$ cat src/rtl/mlx_pkg.sv
package mlx_pkg;

    localparam int BYTE_W = 8;
    localparam int LANES  = 4;
    localparam int BEAT_W = $clog2(BYTE_W) + 1;

    typedef enum logic [1:0] {
        LANE_X1,
        LANE_X2,
        LANE_X4
    } lane_e;

    typedef enum logic [1:0] {
        ST_IDLE,
        ST_BOUND,
        ST_SHIFT
    } seq_st_e;

    typedef struct packed {
        lane_e lanes;
        logic  tx_on;
        logic  rx_on;
    } xfer_cfg_t;

    function automatic lane_e decode_mode(input logic [2:0] code);
        case (code)
            3'd1:    return LANE_X2;
            3'd2:    return LANE_X4;
            default: return LANE_X1;
        endcase
    endfunction

    function automatic logic [BEAT_W-1:0] beats_for(input lane_e l);
        case (l)
            LANE_X2: return BEAT_W'(BYTE_W / 2);
            LANE_X4: return BEAT_W'(BYTE_W / 4);
            default: return BEAT_W'(BYTE_W);
        endcase
    endfunction

endpackage

$ cat src/rtl/mlx_seq_ctrl.sv
module mlx_seq_ctrl
    import mlx_pkg::*;
#(
    parameter int LEN_W = 16
) (
    input  logic             clk,
    input  logic             rst,
    input  logic             srst_i,
    input  logic             en_i,
    input  logic [2:0]       mode_i,
    input  logic             tx_en_i,
    input  logic             rx_en_i,
    input  logic [LEN_W-1:0] len_i,
    input  logic             done_clr_i,
    input  logic             beat_i,
    input  logic             tx_empty_i,
    input  logic             rx_full_i,
    output xfer_cfg_t        cfg_o,
    output logic             load_o,
    output logic             fire_o,
    output logic             byte_end_o,
    output logic             busy_o,
    output logic             shifting_o,
    output logic             done_o
);

    seq_st_e           st_q;
    xfer_cfg_t         cfg_q;
    logic [LEN_W-1:0]  remain_q;
    logic [BEAT_W-1:0] beat_left_q;
    logic              en_q;
    logic              done_q;
    logic              start;
    logic              set_done;

    assign start      = (st_q == ST_IDLE) && en_i && !en_q;
    assign load_o     = (st_q == ST_BOUND)
                        && (!cfg_q.tx_on || !tx_empty_i)
                        && (!cfg_q.rx_on || !rx_full_i);
    assign fire_o     = (st_q == ST_SHIFT) && beat_i;
    assign byte_end_o = fire_o && (beat_left_q == BEAT_W'(1));
    assign set_done   = (start && (len_i == '0))
                        || (byte_end_o && (remain_q == LEN_W'(1)));

    always_ff @(posedge clk) begin
        if (rst) en_q <= 1'b0;
        else     en_q <= en_i;
    end

    always_ff @(posedge clk) begin
        if (rst || srst_i) begin
            st_q        <= ST_IDLE;
            cfg_q       <= '{lanes: LANE_X1, tx_on: 1'b0, rx_on: 1'b0};
            remain_q    <= '0;
            beat_left_q <= '0;
            done_q      <= 1'b0;
        end else begin
            if (set_done)        done_q <= 1'b1;
            else if (done_clr_i) done_q <= 1'b0;
            case (st_q)
                ST_IDLE: if (start) begin
                    cfg_q    <= '{lanes: decode_mode(mode_i), tx_on: tx_en_i, rx_on: rx_en_i};
                    remain_q <= len_i;
                    if (len_i != '0) st_q <= ST_BOUND;
                end
                ST_BOUND: if (load_o) begin
                    beat_left_q <= beats_for(cfg_q.lanes);
                    st_q        <= ST_SHIFT;
                end
                ST_SHIFT: if (fire_o) begin
                    beat_left_q <= beat_left_q - BEAT_W'(1);
                    if (byte_end_o) begin
                        remain_q <= remain_q - LEN_W'(1);
                        st_q     <= (remain_q == LEN_W'(1)) ? ST_IDLE : ST_BOUND;
                    end
                end
                default: st_q <= ST_IDLE;
            endcase
        end
    end

    assign cfg_o      = cfg_q;
    assign busy_o     = (st_q != ST_IDLE);
    assign shifting_o = (st_q == ST_SHIFT);
    assign done_o     = done_q;


    tx_stall_chk: assert property (@(posedge clk) disable iff (rst)
        (st_q == ST_BOUND && cfg_q.tx_on && tx_empty_i) |=> (st_q != ST_SHIFT));


    rx_stall_chk: assert property (@(posedge clk) disable iff (rst)
        (st_q == ST_BOUND && cfg_q.rx_on && rx_full_i) |=> (st_q != ST_SHIFT));


    done_sticky_chk: assert property (@(posedge clk) disable iff (rst)
        (done_o && !done_clr_i && !srst_i) |=> done_o);


    soft_reset_chk: assert property (@(posedge clk) disable iff (rst)
        srst_i |=> (!busy_o && !done_o));

endmodule

$ cat src/rtl/mlx_lane_shifter.sv
module mlx_lane_shifter
    import mlx_pkg::*;
(
    input  logic              clk,
    input  logic              rst,
    input  logic              srst_i,
    input  lane_e             lanes_i,
    input  logic              load_i,
    input  logic [BYTE_W-1:0] load_val_i,
    input  logic              fire_i,
    input  logic [LANES-1:0]  dq_i,
    output logic [LANES-1:0]  dq_o,
    output logic [BYTE_W-1:0] rx_nxt_o
);

    logic [BYTE_W-1:0] tsr_q;
    logic [BYTE_W-1:0] rsr_q;
    logic [BYTE_W-1:0] tsr_nxt;

    always_comb begin
        case (lanes_i)
            LANE_X2: begin
                tsr_nxt  = {tsr_q[BYTE_W-3:0], 2'b00};
                rx_nxt_o = {rsr_q[BYTE_W-3:0], dq_i[1:0]};
                dq_o     = {2'b00, tsr_q[BYTE_W-1 -: 2]};
            end
            LANE_X4: begin
                tsr_nxt  = {tsr_q[BYTE_W-5:0], 4'b0000};
                rx_nxt_o = {rsr_q[BYTE_W-5:0], dq_i};
                dq_o     = tsr_q[BYTE_W-1 -: 4];
            end
            default: begin
                tsr_nxt  = {tsr_q[BYTE_W-2:0], 1'b0};
                rx_nxt_o = {rsr_q[BYTE_W-2:0], dq_i[1]};
                dq_o     = {3'b000, tsr_q[BYTE_W-1]};
            end
        endcase
    end

    always_ff @(posedge clk) begin
        if (rst || srst_i) begin
            tsr_q <= '0;
            rsr_q <= '0;
        end else begin
            if (load_i)      tsr_q <= load_val_i;
            else if (fire_i) tsr_q <= tsr_nxt;
            if (fire_i)      rsr_q <= rx_nxt_o;
        end
    end

endmodule

$ cat src/rtl/mlx_xfer_seq.sv
module mlx_xfer_seq
    import mlx_pkg::*;
#(
    parameter int LEN_W = 16
) (
    input  logic             clk,
    input  logic             rst,
    input  logic             en_i,
    input  logic             srst_i,
    input  logic [2:0]       mode_i,
    input  logic             tx_en_i,
    input  logic             rx_en_i,
    input  logic [LEN_W-1:0] len_i,
    input  logic             done_clr_i,
    input  logic             beat_i,
    output logic             sclk_en_o,
    output logic [3:0]       dq_o,
    input  logic [3:0]       dq_i,
    input  logic [7:0]       tx_data_i,
    input  logic             tx_empty_i,
    output logic             tx_pop_o,
    output logic [7:0]       rx_data_o,
    input  logic             rx_full_i,
    output logic             rx_push_o,
    output logic             busy_o,
    output logic             done_o
);

    xfer_cfg_t cfg;
    logic      load;
    logic      fire;
    logic      byte_end;

    mlx_seq_ctrl #(.LEN_W(LEN_W)) u_ctrl (
        .clk        (clk),
        .rst        (rst),
        .srst_i     (srst_i),
        .en_i       (en_i),
        .mode_i     (mode_i),
        .tx_en_i    (tx_en_i),
        .rx_en_i    (rx_en_i),
        .len_i      (len_i),
        .done_clr_i (done_clr_i),
        .beat_i     (beat_i),
        .tx_empty_i (tx_empty_i),
        .rx_full_i  (rx_full_i),
        .cfg_o      (cfg),
        .load_o     (load),
        .fire_o     (fire),
        .byte_end_o (byte_end),
        .busy_o     (busy_o),
        .shifting_o (sclk_en_o),
        .done_o     (done_o)
    );

    mlx_lane_shifter u_shift (
        .clk        (clk),
        .rst        (rst),
        .srst_i     (srst_i),
        .lanes_i    (cfg.lanes),
        .load_i     (load),
        .load_val_i (cfg.tx_on ? tx_data_i : 8'h00),
        .fire_i     (fire),
        .dq_i       (dq_i),
        .dq_o       (dq_o),
        .rx_nxt_o   (rx_data_o)
    );

    assign tx_pop_o  = load && cfg.tx_on;
    assign rx_push_o = byte_end && cfg.rx_on;


    pop_nonempty_chk: assert property (@(posedge clk) disable iff (rst)
        tx_pop_o |-> !tx_empty_i);


    tx_off_quiet_chk: assert property (@(posedge clk) disable iff (rst)
        (busy_o && !cfg.tx_on) |-> (dq_o == 4'b0000));


    single_lane_chk: assert property (@(posedge clk) disable iff (rst)
        (cfg.lanes == LANE_X1) |-> (dq_o[3:1] == 3'b000));


    handshake_excl_chk: assert property (@(posedge clk) disable iff (rst)
        $onehot0({tx_pop_o, rx_push_o}));

endmodule

$ cat config.mk
export PLATFORM = sky130hd
export DESIGN_NAME = mlx_xfer_seq
export DESIGN_NICKNAME = d
export VERILOG_FILES = /design/src/rtl/mlx_pkg.sv /design/src/rtl/mlx_seq_ctrl.sv /design/src/rtl/mlx_lane_shifter.sv /design/src/rtl/mlx_xfer_seq.sv
export SDC_FILE = /design/constraint.sdc
export NUM_CORES = 1
export LEC_CHECK = 0
export ABC_AREA = 1
export BUFFER_PORTS_ARGS = -buffer_cell sky130_fd_sc_hd__buf_2
export CAP_MARGIN = 20
export CORE_ASPECT_RATIO = 0.7
export CORE_MARGIN = 1.5
export CORE_UTILIZATION = 31
export CTS_CLUSTER_DIAMETER = 100
export DETAILED_ROUTE_END_ITERATION = 8
export GPL_TIMING_DRIVEN = 0
export HOLD_SLACK_MARGIN = 0.05
export MAX_ROUTING_LAYER = met4
export PLACE_DENSITY = 0.52
export SYNTH_ARGS = -nofsm -noshare
export SYNTH_HDL_FRONTEND = slang
export SYNTH_SLANG_ARGS = --single-unit
$ cat constraint.sdc
create_clock -name clk -period 1.7 [get_ports clk]
set_input_delay 0.085 -clock clk [delete_from_list [all_inputs] [get_ports clk]]
set_output_delay 0.085 -clock clk [all_outputs]
set_load 0.1 [all_outputs]
==> run_results.csv <==
group,metric,value,unit
outcome,outcome,"finished, violations left",
global_route,grt-ovfl-total,0,
cts,cts_buffer_depth,2,
synthesis,synthCells,462,
place,hpwlAfterDp,6850,um
routing,via_count,3295,
synthesis,ys_warn_count,0,
synthesis,synth.distinct_cells,34,
worst_setup_path,r2r_end,"u_ctrl.remain_q[3]",
worst_setup_path,crit_path_start_kind,"flop",
timing,finalHoldViolations,0,
power_and_ir_drop,peakVddDrop,0.434,mV
timing,setup_viol,6,
global_route,antenna_found_initial,0,
synthesis,synth_top_family_by_area,"simple AND/OR/NAND/NOR gates",
synthesis,synth_top_area_cell,"dfxtp_1",
worst_hold_path,min_path_cells,3,
cts,clock-sinks,43,
place,dpl_cell_area,3530,um2
synthesis,synth_area,2910,um2
power_and_ir_drop,power_frac_clock,30.4,%
cts,cts_buffers,5,
worst_setup_path,worstRegToRegCells,8,
timing,clock-skew-final,0.00574,ns
global_route,busiest_layer,"met1",
synthesis,synthSimpleGateAreaFrac,36.4,%
final_layout,layout-drive-gt1-share,30.1,%
worst_setup_path,required,1.62,ns
routing,routedWlPerCell,13.9,um
floorplanning,initial_utilization,32.1,%
floorplanning,die_h,84.0,um
final_layout,syn_to_final_growth,45.7,%
power_and_ir_drop,seq_power_share,31.4,%
routing,first_pass_iters,4,
global_route,grt_pass1_vias,2962,
timing,slew_viol_final,0,
power_and_ir_drop,leakage,1.79,nW
synthesis,synth_seq_cells,43,
timing,rsz0062_at_grt,"yes",
global_route,grt_pass1_wl,15100,um
place,place_congestion,0.884,
timing,min_period_over_period,106,%
synthesis,synth_compound_area_share,19.3,%
final_layout,diodes,0,
worst_setup_path,arrival,1.72,ns
final_layout,layout.nets,605,
routing,drtIter0Drc,204,
cts,clkTransAtPathRegs,0.06,ns
global_route,gr-usage-met1,30.3,%
worst_setup_path,crit_path_max_fanout,6,
synthesis,synth_fa_ha_area_share,5.16,%
timing,period_needed,1.80,ns
synthesis,ys_seq_area_share,29.6,%
floorplanning,core-area,9070,um2
cts,cts_tree,"yes",
routing,route.detailed.drc,0,
final_layout,nFillCells,935,
outcome,violations,"setup timing",
worst_setup_path,r2r_slack,0.06,ns
floorplanning,ios,58,
timing,fmax,554,MHz
global_route,grt_use_met2,26.9,%
synthesis,avgSynthCellArea,6.29,um2
synthesis,synthTopCellsByArea,"dfxtp_1, nand2_1, nor2_1, inv_1, a21oi_1",
worst_hold_path,hold_end,"u_ctrl.cfg_o[1]",
worst_setup_path,crit_path_end_kind,"output port",
job,cap_violations,0,
global_route,grtUsageMet3,2.94,%
place,numPortBuffers,57,
global_route,grt_max_degree,13,
place,dp_worst_setup_slack,-0.398,ns
power_and_ir_drop,p_sw,1.32,mW
routing,wirelength,9400,um
power_and_ir_drop,comb_power_share,38.3,%
timing,slew-limit-headroom,50.4,%
worst_hold_path,min_path_type,"primary input to flop",
floorplanning,fp-row-count,29,
final_layout,fin_area,4240,um2
worst_setup_path,critPathKind,"flop to output port",
timing,fin_ws,-0.104,ns
synthesis,synthMuxAreaShare,0,%
power_and_ir_drop,swShare,36.8,%
synthesis,netlist.area_leader.share,29.6,%
cts,htree_levels,2,
global_route,grt_use_total,19.6,%
routing,ant_nets,0,
worst_hold_path,hp-start,"tx_en_i",
worst_setup_path,crit-reg2reg-launch,"u_ctrl.st_q[0]",
synthesis,synth-xor-area-share,0,%
timing,max_slew.worst_pin.slew,0.744,ns
floorplanning,die_area,9980,um2
synthesis,synth_nets,515,
routing,viasPerCell,4.87,
cts,root_buffer,"clkbuf_16",
power_and_ir_drop,powerDensity,847,nW/um2
cts,insertion_delay,0.29,ns
power_and_ir_drop,p_int,2.27,mW
floorplanning,die_width,119,um
[cells in the mapped netlist (all sizes together)]
master  instances
nand2         116
nor2           82
inv            47
dfxtp          43
a21oi          37
o21ai          35
nand3          34
ha             12
buf             9
clkbuf          9
nand3b          8
a31oi           7
a211oi          4
o211ai          4
o22ai           4
a22oi           3
o21a            3
clkinv          2
a21boi          1
nand4           1
or2             1
[kinds of logic after synthesis]
family	Yosys count
buffers and inverters	67
and+or+nand+nor	242
AOI/OAI and AO/OA	98
adders and majority gates	12
DFF	43
[area by class of cell]
cell class / instances / area, um2 / share of cell area [%]
clock buffer: 6 / 129 / 3.04
clock inverter: 1 / 30.0 / 0.709
multi-input combinational: 352 / 2030 / 47.9
buffer: 16 / 111 / 2.63
tap: 124 / 155 / 3.66
inverter: 49 / 213 / 5.02
timing repair buffer: 85 / 699 / 16.5
sequential: 43 / 871 / 20.5
[layout by cell type (no fill, tap or decap), types with 5 or more instances in the layout]
master     synthesis  routed
a21oi_1           33      23
a21oi_2            4      10
a31oi_1            7       7
buf_12             0      10
buf_2              6      44
buf_4              0      23
buf_6              2       8
clkbuf_1           9       7
clkbuf_16          0       5
dfxtp_1           43      39
ha_1              12       6
ha_4               0       5
inv_1             45      37
nand2_1          114     110
nand3_1           31      28
nand3b_1           7       7
nor2_1            75      68
nor2_2             6       8
nor2_4             1       6
o21ai_0           32      30
[sequential cells by signal, indices dropped and copies added (netlist names)]
signal and flops:
u_ctrl.beat_left_q 4, u_ctrl.cfg_o 4, u_ctrl.done_o 1, u_ctrl.en_q 1
u_ctrl.remain_q 16, u_ctrl.st_q 2, u_shift.rsr_q 7, u_shift.tsr_q 8
[worst max-delay path: stages, from the launching register on]
cell        delay [ns]
dfxtp_4           0.36
inv_4             0.04
ha_4              0.30
clkinv_4          0.06
buf_6             0.12
nand2_2           0.06
o21a_1            0.19
clkinvlp_4        0.12
buf_12            0.17
[routing by layer]
| layer | routed length (um) | up-vias |
|---|---|---|
| li1 | - | 1689 |
| met1 | 5070 | 1512 |
| met2 | 3870 | 90 |
| met3 | 414 | 4 |
| met4 | 51 | 0 |
| met5 | 0 | - |
[worst max path at each step]
stage,startpoint,end,depth (start not counted),slack (ns)
CTS,u_ctrl.cfg_o[2],rx_data_o[4],8,-0.09
global route,u_ctrl.cfg_o[2],rx_data_o[4],8,-0.16
floorplan,u_ctrl.cfg_o[2],u_shift.rsr_q[5],7,-0.37
global placement,u_ctrl.cfg_o[2],rx_data_o[6],8,-0.40
finish,u_ctrl.cfg_o[2],rx_data_o[4],8,-0.10
detailed placement,u_ctrl.cfg_o[2],rx_data_o[4],8,-0.40
[power groups by stage]
stage | clock [mW] | sequential (mW) | combinational (mW)
global route | 1.16 | 1.13 | 1.52
detailed placement | 0 | 1.15 | 1.15
finish | 1.09 | 1.13 | 1.37
floorplan | 0 | 1.13 | 0.879
global placement | 0 | 1.15 | 1.14
CTS | 1.12 | 1.13 | 1.31
[through the flow]
step           setup TNS, ns  total power, mW  util [%]  std cells  hold WS, ns
6_report              -0.356             3.59      46.7        676       0.0560
5_1_grt               -0.864             3.81      46.7        676       0.0696
4_1_cts               -0.238             3.55      44.7        669       0.0535
3_5_place_dp           -2.31             2.29      38.9        643        0.288
3_3_place_gp           -2.10             2.28      38.9        643        0.292
2_1_floorplan          -2.72             2.01         -        462        0.156
[timing repair]
action                     4_1_cts  5_1_grt
hold buffers                     4        0
gates resized for setup         53       45
setup buffers                   16        8
setup endpoints to repair       34       35
pin swaps                        3        7
hold endpoints to repair         3        0
gates cloned                     1        0
No activity file was read; power rests on OpenSTA's default activity.
